<file path="src/rtl/accalu_pkg.sv">
package accalu_pkg;
    localparam int DATA_W  = 8;
    localparam int STAT_W  = 5;
    localparam int OPSEL_W = 5;

    localparam int SB_SIGN  = 0;
    localparam int SB_CARRY = 1;
    localparam int SB_ZERO  = 2;
    localparam int SB_OVF   = 3;
    localparam int SB_IEN   = 4;

    typedef enum logic [OPSEL_W-1:0] {
        OP_SHR1   = 5'd0,
        OP_SHL1   = 5'd1,
        OP_SHR4   = 5'd2,
        OP_SHL4   = 5'd3,
        OP_CPL    = 5'd4,
        OP_AND    = 5'd5,
        OP_OR     = 5'd6,
        OP_XOR    = 5'd7,
        OP_ADD    = 5'd8,
        OP_ADDC   = 5'd9,
        OP_INC    = 5'd10,
        OP_DEC    = 5'd11,
        OP_DADD   = 5'd12,
        OP_CMP    = 5'd13,
        OP_IN     = 5'd14,
        OP_INTOFF = 5'd15,
        OP_INTON  = 5'd16,
        OP_LDSTAT = 5'd17
    } alu_op_e;
endpackage

</file>
<file path="src/rtl/accalu_bcd.sv">
module accalu_bcd #(
    parameter int DIGITS = 2
) (
    input  logic [4*DIGITS-1:0] a,
    input  logic [4*DIGITS-1:0] b,
    output logic [4*DIGITS-1:0] sum,
    output logic                carry
);
    logic [DIGITS:0] dc;
    assign dc[0] = 1'b0;

    for (genvar g = 0; g < DIGITS; g++) begin : g_digit
        logic [4:0] raw;
        logic       fix;
        logic [3:0] adj;
        assign raw = {1'b0, a[4*g+:4]} + {1'b0, b[4*g+:4]} + {4'b0, dc[g]};
        assign fix = (raw > 5'd9);
        assign adj = raw[3:0] + (fix ? 4'd6 : 4'd0);
        assign sum[4*g+:4] = adj;
        assign dc[g+1] = fix;
    end

    assign carry = dc[DIGITS];
endmodule

</file>
<file path="src/rtl/accalu_core.sv">
module accalu_core
    import accalu_pkg::*;
#(
    parameter int DW = DATA_W
) (
    input  alu_op_e       op,
    input  logic [DW-1:0] a,
    input  logic [DW-1:0] b,
    input  logic          cin_flag,
    output logic [DW-1:0] res,
    output logic          wr,
    output logic          upd,
    output logic          f_ovf,
    output logic          f_zero,
    output logic          f_carry,
    output logic          f_sign
);
    localparam int DIGITS = DW / 4;

    logic [DW-1:0] x, y;
    logic          ci;
    logic [DW:0]   sum;
    logic          c_into_msb;
    logic [DW-1:0] bcd_sum;
    logic          bcd_c;
    logic          arith, dec;

    accalu_bcd #(.DIGITS(DIGITS)) u_bcd (
        .a     (a),
        .b     (b),
        .sum   (bcd_sum),
        .carry (bcd_c)
    );

    // adder operand selection
    always_comb begin
        x  = a;
        y  = '0;
        ci = 1'b0;
        case (op)
            OP_ADD, OP_DADD: y = b;
            OP_ADDC:         ci = cin_flag;
            OP_INC:          ci = 1'b1;
            OP_DEC: begin
                x = b;
                y = '1;
            end
            OP_CMP: begin
                x  = b;
                y  = ~a;
                ci = 1'b1;
            end
            default: ;
        endcase
    end

    assign sum        = {1'b0, x} + {1'b0, y} + {{DW{1'b0}}, ci};
    assign c_into_msb = sum[DW-1] ^ x[DW-1] ^ y[DW-1];

    // result and flag policy
    always_comb begin
        res   = '0;
        wr    = 1'b0;
        upd   = 1'b0;
        arith = 1'b0;
        dec   = 1'b0;
        case (op)
            OP_SHR1: begin res = a >> 1; wr = 1'b1; upd = 1'b1; end
            OP_SHL1: begin res = a << 1; wr = 1'b1; upd = 1'b1; end
            OP_SHR4: begin res = a >> 4; wr = 1'b1; upd = 1'b1; end
            OP_SHL4: begin res = a << 4; wr = 1'b1; upd = 1'b1; end
            OP_CPL:  begin res = ~a;     wr = 1'b1; upd = 1'b1; end
            OP_AND:  begin res = a & b;  wr = 1'b1; upd = 1'b1; end
            OP_OR:   begin res = a | b;  wr = 1'b1; upd = 1'b1; end
            OP_XOR:  begin res = a ^ b;  wr = 1'b1; upd = 1'b1; end
            OP_IN:   begin res = b;      wr = 1'b1; upd = 1'b1; end
            OP_ADD, OP_ADDC, OP_INC, OP_DEC: begin
                res = sum[DW-1:0]; wr = 1'b1; upd = 1'b1; arith = 1'b1;
            end
            OP_CMP: begin
                res = sum[DW-1:0]; upd = 1'b1; arith = 1'b1;
            end
            OP_DADD: begin
                res = bcd_sum; wr = 1'b1; upd = 1'b1; arith = 1'b1; dec = 1'b1;
            end
            default: ;
        endcase
    end

    assign f_zero  = (res == '0);
    assign f_sign  = ~res[DW-1];
    assign f_carry = arith & (dec ? bcd_c : sum[DW]);
    assign f_ovf   = arith & (sum[DW] ^ c_into_msb);
endmodule

</file>
<file path="src/rtl/accalu_status.sv">
module accalu_status
    import accalu_pkg::*;
(
    input  logic              clk,
    input  logic              rst_n,
    input  logic              en,
    input  alu_op_e           op,
    input  logic [STAT_W-1:0] ld_val,
    input  logic              upd,
    input  logic              f_ovf,
    input  logic              f_zero,
    input  logic              f_carry,
    input  logic              f_sign,
    output logic [STAT_W-1:0] w
);
    always_ff @(posedge clk or negedge rst_n) begin
        if (!rst_n) begin
            w <= '0;
        end else if (en) begin
            if (op == OP_LDSTAT) begin
                w <= ld_val;
            end else if (op == OP_INTOFF) begin
                w[SB_IEN] <= 1'b0;
            end else if (op == OP_INTON) begin
                w[SB_IEN] <= 1'b1;
            end else if (upd) begin
                w[SB_OVF]   <= f_ovf;
                w[SB_ZERO]  <= f_zero;
                w[SB_CARRY] <= f_carry;
                w[SB_SIGN]  <= f_sign;
            end
        end
    end


    idle_hold_chk: assert property (@(posedge clk) disable iff (!rst_n)
        !en |=> $stable(w));


    ien_set_chk: assert property (@(posedge clk) disable iff (!rst_n)
        (en && op == OP_INTON) |=> w[SB_IEN]);


    ien_flags_kept_chk: assert property (@(posedge clk) disable iff (!rst_n)
        (en && (op == OP_INTON || op == OP_INTOFF)) |=> (w[3:0] == $past(w[3:0])));


    logic_clears_chk: assert property (@(posedge clk) disable iff (!rst_n)
        (en && (op == OP_AND || op == OP_OR || op == OP_XOR || op == OP_CPL))
        |=> (!w[SB_OVF] && !w[SB_CARRY]));


    shr_sign_chk: assert property (@(posedge clk) disable iff (!rst_n)
        (en && (op == OP_SHR1 || op == OP_SHR4)) |=> w[SB_SIGN]);
endmodule

</file>
<file path="src/rtl/acc_alu.sv">
module acc_alu
    import accalu_pkg::*;
(
    input  logic               clk,
    input  logic               rst_n,
    input  logic               op_en,
    input  logic [OPSEL_W-1:0] op_sel,
    input  logic [DATA_W-1:0]  acc_in,
    input  logic [DATA_W-1:0]  opnd_in,
    output logic [DATA_W-1:0]  result,
    output logic               result_we,
    output logic [STAT_W-1:0]  status
);
    alu_op_e op;
    logic    wr, upd, f_ovf, f_zero, f_carry, f_sign;

    assign op = alu_op_e'(op_sel);

    accalu_core #(.DW(DATA_W)) u_core (
        .op       (op),
        .a        (acc_in),
        .b        (opnd_in),
        .cin_flag (status[SB_CARRY]),
        .res      (result),
        .wr       (wr),
        .upd      (upd),
        .f_ovf    (f_ovf),
        .f_zero   (f_zero),
        .f_carry  (f_carry),
        .f_sign   (f_sign)
    );

    accalu_status u_stat (
        .clk     (clk),
        .rst_n   (rst_n),
        .en      (op_en),
        .op      (op),
        .ld_val  (opnd_in[STAT_W-1:0]),
        .upd     (upd),
        .f_ovf   (f_ovf),
        .f_zero  (f_zero),
        .f_carry (f_carry),
        .f_sign  (f_sign),
        .w       (status)
    );

    assign result_we = op_en & wr;


    cmp_no_write_chk: assert property (@(posedge clk) disable iff (!rst_n)
        (op_sel == 5'd13) |-> !result_we);
endmodule

</file>
<file path="config.mk">
export PLATFORM = sky130hd
export DESIGN_NAME = acc_alu
export DESIGN_NICKNAME = d
export VERILOG_FILES = /design/src/rtl/accalu_pkg.sv /design/src/rtl/accalu_bcd.sv /design/src/rtl/accalu_core.sv /design/src/rtl/accalu_status.sv /design/src/rtl/acc_alu.sv
export SDC_FILE = /design/constraint.sdc
export NUM_CORES = 1
export LEC_CHECK = 0
export ABC_AREA = 1
export BUFFER_PORTS_ARGS = -buffer_cell sky130_fd_sc_hd__buf_4
export CAP_MARGIN = 10
export CORE_AREA = 4 4 70 72
export CTS_CLUSTER_SIZE = 28
export DETAILED_ROUTE_END_ITERATION = 12
export DIE_AREA = 0 0 74 76
export PLACE_DENSITY = 0.76
export SYNTH_ARGS = -nofsm -noshare
export SYNTH_HDL_FRONTEND = slang
export SYNTH_SLANG_ARGS = --single-unit
</file>
<file path="constraint.sdc">
create_clock -name clk -period 6.1 [get_ports clk]
set_input_delay 1.22 -clock clk [delete_from_list [all_inputs] [get_ports clk]]
set_output_delay 1.22 -clock clk [all_outputs]
set_load 0.02 [all_outputs]
</file>
**Yosys cells after proc, flatten, opt, wreduce, memory -nomap -nowiden**

Cells that the tools add are included.

- Eq/ne operators: 19
- Reductions and logical operators: 13
- Multiplexer cells: 17
- Order comparisons: 2
- $add $sub $neg: 7
- Bitwise operators: 11

Operators by type and width:

| cell | number |
|---|---|
| case mux 8 bit (11 select lines) | 1 |
| equality test 5 x 4 -> 1 bit, second input constant | 8 |
| case mux 8 bit (3 select lines) | 1 |
| equality test 5 x 3 -> 1 bit, second input constant | 4 |
| OR reduction 15 bit | 1 |
| OR reduction 14 bit | 1 |
| 2-to-1 mux 4 bit | 3 |
| adder 4 x 4 -> 5 bit | 2 |
| equality test 5 x 2 -> 1 bit, second input constant | 2 |
| equality test 5 bit, second input constant | 2 |
| greater-than comparator 5 x 4 -> 1 bit, second input constant | 2 |
| adder 8 x 8 -> 9 bit | 1 |
| adder 9 x 1 -> 9 bit | 1 |
| adder 4 x 3 -> 4 bit | 2 |
| AND 8 bit | 1 |
| zero test 8 bit | 1 |
| 2-to-1 mux 8 bit | 1 |
| inverter 8 bit | 1 |
| bitwise OR 8 bit | 1 |
| XOR 8 bit | 1 |
| 2-to-1 mux 1 bit | 7 |
| 2-to-1 mux 3 bit | 2 |
| OR reduction 2 bit | 3 |
| OR reduction 6 bit | 1 |
| 14 further kinds | 19 |

- Output and inout port bits: 14
- Input bits: 24
- Logic and storage cells: 71
- Register bits after elaboration: 5

**Logic depth before layout (Yosys ltp)**

Gate-level depths: netlist of the first run.

- Depth in word-level cells: 13
- Gate-level depth with buffers: 24

**Modules after synthesis**

From an unflattened synthesis of the first run, not the netlist that was laid out.

- Cells, all modules: 445
- Area total of the unflattened synthesis: 2580.0 um^2

Modules (own cells, without submodules):

| module | times used | cells each | area each (um^2) | sequential area each (um^2) |
|---|---|---|---|---|
| accalu_core | 1 | 313 | 1717.9 | 0.0 |
| accalu_bcd | 1 | 73 | 471.7 | 0.0 |
| accalu_status | 1 | 57 | 382.9 | 125.1 |
| acc_alu | 1 | 2 | 7.5 | 0.0 |

**Worst setup path after synthesis of the first run**

No wires, ideal clock.

- Kind: input-to-output
- Start point: input acc_in[0]
- End point: output result[6]
- Stages on the path: 18
- Setup slack: 0.339 ns
- Required time: 4.880 ns
- Arrival time: 4.541 ns
- Cell sequence: ha_1 -> fa_1 -> xnor2_1 -> nand2_1 -> nand2_1 -> nand2_1 -> fa_1 -> fa_1 -> nor2_1 -> nor2_1 -> o211ai_1 -> nand2_1 -> ha_1 -> inv_1 -> fa_1 -> o211ai_1 -> nor2_1 -> nand3_1

- Word-level cells in the longest chain between the ends: 7

Ends and longest elaborated chain:

| what | line | source |
|---|---|---|
| start, declared | acc_alu.sv:8 | `input logic [DATA_W-1:0] acc_in,` |
| adder 4 x 4 -> 5 bit | accalu_bcd.sv:16 | `assign raw = {1'b0, a[4*g+:4]} + {1'b0, b[4*g+:4]} + {4'b0, dc[g]};` |
| greater-than comparator 5 x 4 -> 1 bit | accalu_bcd.sv:17 | `assign fix = (raw > 5'd9);` |
| adder 5 x 1 -> 5 bit | accalu_bcd.sv:16 |  |
| greater-than comparator 5 x 4 -> 1 bit | accalu_bcd.sv:17 |  |
| 2-to-1 mux 3 bit | accalu_bcd.sv:18 | `assign adj = raw[3:0] + (fix ? 4'd6 : 4'd0);` |
| adder 4 x 3 -> 4 bit | accalu_bcd.sv:18 |  |
| case mux 8 bit (11 select lines) * | accalu_core.sv:67 | `case (op)` |
| end, declared | acc_alu.sv:10 | `output logic [DATA_W-1:0] result,` |

Mark *: on every way between the ends. The rest lies on a longest branch, timed or not.

**Final worst setup path of the first run**

- Start point: input opnd_in[0]
- End point: output result[7]

- Word-level cells in the longest chain between the ends: 7

Ends and longest elaborated chain:

| what | line | source |
|---|---|---|
| start, declared | acc_alu.sv:9 | `input logic [DATA_W-1:0] opnd_in,` |
| adder 4 x 4 -> 5 bit | accalu_bcd.sv:16 |  |
| greater-than comparator 5 x 4 -> 1 bit | accalu_bcd.sv:17 |  |
| adder 5 x 1 -> 5 bit | accalu_bcd.sv:16 |  |
| greater-than comparator 5 x 4 -> 1 bit | accalu_bcd.sv:17 |  |
| 2-to-1 mux 3 bit | accalu_bcd.sv:18 |  |
| adder 4 x 3 -> 4 bit | accalu_bcd.sv:18 |  |
| case mux 8 bit (11 select lines) * | accalu_core.sv:67 |  |

Marked as above.

==> reports/qor.csv, run 1 <==
metric,value,unit
fin. max-slew vios,0,
Unique masters post-synth,34,
Async SR Flop Fraction,100,%
Max Freq,170,MHz
Leak,1.58,nW
critical path class,in -> out,
Vias/cell,5.65,
max reg flops,5,
num ports,38,
clock slew at reported path FFs,40,ps
worst hold path type,reg -> reg,
first-pass GRT wire length,12800,um
syn nets,469,
Area contributors post-synth,"nand2_1 (20%), ha_1 (14%), inv_1 (11%)",
Initial Util,53.4,%
Top Registers,u_stat.w x5,
Core Area,0.00429,mm^2
post-route insts no fill,508,
PwrDens,127,mW/mm^2
clk buf depth,2,
CTS tree,yes,
global route overflow,0,
Cells after DPL,503,
relative max-transition margin,59.6,%
Vias,2868,
GP Congestion,0.968,
sequential fraction of the synthesis area,5.45,%
cell accounting for the most synthesized area,nand2_1,
die area,0.00562,mm^2
Routed WL,7910,um
number of flops mapped to enable cells by yosys,0,
"Primary FF master, synth",dfrtp_1,
placed cell area,0.00266,mm^2
initial antenna violation count,0,
Yosys top cell area share,20.0,%
FP Rows,24,
largest register by flop count,u_stat.w,
number of global-route vias before repair,2606,
final setup fails,0,
nets,513,
most frequent cell after synthesis,nand2_1,
DR iter-0 viols,267,
final setup TNS,0,ps
Synth top cells by count,"nand2_1 (122), inv_1 (66), nor2_1 (47), nand3_1 (46), ha_1 (25)",
synthesized area,0.00229,mm^2
clk_lat worst skew,230,ps
slowest CP cell,fa_2,
Root Buffer,clkbuf_8,
Die Y,76,um
P&R area growth vs syn,20.2,%
DRC viols,0,
die width,74,um
largest net degree at the start of global routing,19,
Fin Hold WS,505,ps
endpoints failing hold,0,
critical path required time,4880,ps
period utilization,96.3,%
post-synthesis cell count,413,
Startpoint Class,primary input,
Seq cells post-synth,5,
outcome,completed,
WL per Instance,15.6,um
Pwr Total,0.349,mW
Post-Route Skew,0.137,ps
Pre-antenna DRT Iters,5,
arrival time of the worst setup path,4660,ps
Ys Warns,0,
worst slew pin tran,604,ps
diode count,0,
slack of the critical path,223,ps
post-layout util,64.2,%
Most common cell on crit path,nand2_1,
top fanout value on the critical path,6,
Sink Count,5,
share of cells above drive strength 1,17.5,%
CTS Hold Bufs,0,
pre-CTS worst setup slack,-4.00,ps
crit path time final,5880,ps
syn_area_per_cell,5.56,um^2
hpwl dp,6510,um
# H-tree levels,1,
TritonCTS Buffers,3,
"antenna viol nets, final",0,
Tot GR Track Use,28.8,%
IO Port Bufs,37,
max incr delay on CP,400,ps
CP endpoint kind,output port,
Finished Cell Area,0.00276,mm^2
Max VDD drop,0.0765,mV
crit path cell chain,buf_4 -> ha_2 -> fa_2 -> xnor2_2 -> nand2_1 -> nand2_1 -> nand2_2 -> fa_2 -> fa_2 -> nand2_1 -> inv_1 -> nor2_2 -> o211ai_1 -> nand2_1 -> ha_1 -> inv_1 -> fa_1 -> nand3b_1 -> nand3_1 -> nand3_2 -> buf_4,
Max-Cap Viols,0,
[layout make-up]
cell class              instances  area, um^2
well taps                      52        65.1
fillers                       437        1540
repair buffers                 44         330
inverters                      72         270
clock buffers                   3        41.3
flip-flops and latches          5         125
multi-input cells             331        1920
clock inverters                 1        5.00
[worst max-delay path, delay by kind of cell]
family | cells | cell delay (ps)
AO/OA/AOI/OAI | 1 | 90
XOR/XNOR | 1 | 150
adder cells (fa/ha/maj) | 6 | 1850
buffers and inverters | 4 | 410
AND/OR/NAND/NOR | 9 | 920
[final timing paths]
check	end	cells past startpoint	start	slack, ps
worst max-delay path	result[7]	21	opnd_in[0]	220
worst min-delay path	u_stat.w[0]$_DFFE_PN0P_	2	u_stat.w[0]$_DFFE_PN0P_	510
worst max register to register	u_stat.w[2]$_DFFE_PN0P_	12	u_stat.w[1]$_DFFE_PN0P_	3590
worst min register to register	u_stat.w[0]$_DFFE_PN0P_	2	u_stat.w[0]$_DFFE_PN0P_	510
max in group asynchronous	u_stat.w[4]$_DFFE_PN0P_	1	rst_n	5190
min in group asynchronous	u_stat.w[0]$_DFFE_PN0P_	1	rst_n	790
[placed cells by master, fill, tap and decap left out, drive strengths merged, types with 7 or more instances in the layout]
| cell | instances |
|---|---|
| nand2 | 124 |
| inv | 72 |
| nor2 | 52 |
| nand3 | 49 |
| buf | 44 |
| ha | 25 |
| a21oi | 19 |
| o21ai | 15 |
| nand4 | 11 |
| fa | 7 |
[repair_timing]
action / 4_1_cts / 5_1_grt
setup buffers: 0 / 1
setup endpoints to repair: 1 / 2
hold endpoints to repair: 0 / 0
pin swaps: 0 / 4
gates resized for setup: 1 / 11
[cells by family after synthesis]
kind of cell | share of synthesized area, %
flops | 5.45
simple gates | 47.5
xor+xnor | 0.763
compound gates | 13.7
buf+inv | 12.8
fa+ha+maj | 19.7
[layer usage]
layer	wire (um)	GRT usage [%]	vias to the layer above
li1	-	-	1436
met1	3400	38.7	1284
met2	3690	45.6	125
met3	541	4.09	23
met4	283	11.1	0
met5	0	0	-
[report_power, final]
part           total [mW]  internal (mW)  switching (mW)
clock network      0.0643         0.0442          0.0201
registers          0.0436         0.0396         0.00397
logic               0.241         0.0946           0.147
No activity file was read; power rests on OpenSTA's default activity.
==> inputs of run 2 (changes only) <==
--- a/config.mk
+++ b/config.mk
@@ -7,11 +7,11 @@
 export LEC_CHECK = 0
 export ABC_AREA = 1
 export BUFFER_PORTS_ARGS = -buffer_cell sky130_fd_sc_hd__buf_4
-export CAP_MARGIN = 10
-export CORE_AREA = 4 4 70 72
+export CAP_MARGIN = 15
+export CORE_AREA = 5 5 71 73
 export CTS_CLUSTER_SIZE = 28
 export DETAILED_ROUTE_END_ITERATION = 12
-export DIE_AREA = 0 0 74 76
+export DIE_AREA = 0 0 76 78
 export PLACE_DENSITY = 0.76
 export SYNTH_ARGS = -nofsm -noshare
 export SYNTH_HDL_FRONTEND = slang
==> reports/qor.csv, run 2 (synthesis gave the netlist of run 1 again) <==
metric,value,unit
global route overflow,0,
CTS tree,yes,
largest register by flop count,u_stat.w,
hpwl dp,6680,um
largest net degree at the start of global routing,19,
Post-Route Skew,1.68,ps
num ports,38,
Fin Hold WS,526,ps
CP endpoint kind,output port,
# H-tree levels,1,
Initial Util,53.4,%
IO Port Bufs,37,
worst reg-to-reg path cell count,12,
pre-CTS worst setup slack,-14.2,ps
FP Rows,24,
final setup fails,0,
Core Area,0.00429,mm^2
Worst Hold Depth,2,
Max-Cap Viols,0,
die width,76,um
TritonCTS Buffers,3,
worst slew pin tran,770,ps
critical path class,in -> out,
slowest CP cell,fa_2,
first-pass GRT wire length,13700,um
top fanout value on the critical path,3,
fin. max-slew vios,0,
initial antenna violation count,0,
WL per Instance,16.0,um
DR iter-0 viols,331,
endpoints failing hold,0,
Max VDD drop,0.0990,mV
Leak,1.58,nW
max incr delay on CP,400,ps
Root Buffer,clkbuf_8,
max reg flops,5,
post-route insts no fill,509,
crit path time final,5900,ps
PwrDens,128,mW/mm^2
"antenna viol nets, final",0,
nets,514,
Pre-antenna DRT Iters,6,
clk_lat worst skew,230,ps
Fill cells,426,
most frequent cells in the layout,"nand2_1 (121), inv_1 (64), nand3_1 (45), nor2_1 (45), buf_4 (45)",
critical path required time,4880,ps
diode count,0,
slack of the critical path,200,ps
Cells after DPL,504,
CTS Hold Bufs,0,
P&R area growth vs syn,20.5,%
arrival time of the worst setup path,4680,ps
Die Y,78,um
outcome,completed,
Tot GR Track Use,28.0,%
Pwr Total,0.354,mW
Sink Count,5,
clk buf depth,2,
DRC viols,0,
Vias,2922,
Startpoint Class,primary input,
share of cells above drive strength 1,17.7,%
worst hold path type,reg -> reg,
Most common cell on crit path,nand2_1,
GP Congestion,0.996,
relative max-transition margin,48.5,%
Vias/cell,5.74,
Top Registers,u_stat.w x5,
period utilization,96.7,%
Routed WL,8160,um
Max Freq,169,MHz
clock slew at reported path FFs,40,ps
"most common cell after layout, fill and taps aside",nand2_1,
die area,0.00593,mm^2
number of global-route vias before repair,2752,
crit path cell chain,buf_4 -> ha_2 -> fa_2 -> xnor2_2 -> nand2_1 -> nand2_1 -> nand2_2 -> fa_2 -> fa_2 -> nand2_1 -> inv_1 -> nor2_2 -> o211ai_1 -> nand2_1 -> ha_1 -> inv_1 -> fa_1 -> nand3b_1 -> nand3_2 -> nand3_1 -> buf_4,
run 2: final timing paths:
kind / from / end / slack, ps
min in group asynchronous: rst_n / u_stat.w[1]$_DFFE_PN0P_ / 790
max in group asynchronous: rst_n / u_stat.w[2]$_DFFE_PN0P_ / 5200
max: acc_in[0] / result[7] / 200
min reg2reg: u_stat.w[4]$_DFFE_PN0P_ / u_stat.w[4]$_DFFE_PN0P_ / 530
max reg2reg: u_stat.w[1]$_DFFE_PN0P_ / u_stat.w[2]$_DFFE_PN0P_ / 3710
min: u_stat.w[4]$_DFFE_PN0P_ / u_stat.w[4]$_DFFE_PN0P_ / 530
run 2: timing repair:
action                                 in CTS  in global routing
setup buffers                               0                  1
gates cloned                                0                  0
resized for setup                           1                 12
pin swaps                                   0                  5
endpoints found under the hold margin       0                  0
setup endpoints to repair                   1                  2
run 2: routing by layer:
layer  share of wire, %  up-vias  global-route usage [%]
li1                   -     1437                       -
met1                 41     1310                    36.1
met2                 46      146                    46.2
met3                8.6       29                    4.05
met4                4.1        0                    11.9
met5                  0        -                       0
run 2: critical path, delay by kind of cell:
kind | cells | cell delay, ps
compound gates | 1 | 100
xor+xnor | 1 | 150
fa+ha+maj | 6 | 1860
buf+inv | 4 | 380
simple gates | 9 | 940
run 2: final cells by class:
type                            instances  area (um^2)  area share [%]
Multi-Input combinational cell        331         1920            69.5
Timing Repair Buffer                   45          338            12.2
Inverter                               72          270            9.77
Sequential cell                         5          125            4.52
Tap cell                               52         65.1            2.35
Clock buffer                            4         45.0            1.63
run 2: report_power, final:
part           switching [mW]  leakage (nW)  internal [mW]
logic                   0.149          1.49         0.0955
registers             0.00400        0.0593         0.0397
clock network          0.0201        0.0228         0.0452
run 2: per-stage QoR:
step / instance area, um^2 / utilization (%) / setup TNS, ps
floorplan: 2290 / - / 0
global placement: 2670 / 62.1 / 0
detailed placement: 2670 / 62.1 / -14.2
CTS: 2710 / 63.2 / 0
global route: 2770 / 64.4 / -38.1
finish: 2770 / 64.4 / 0
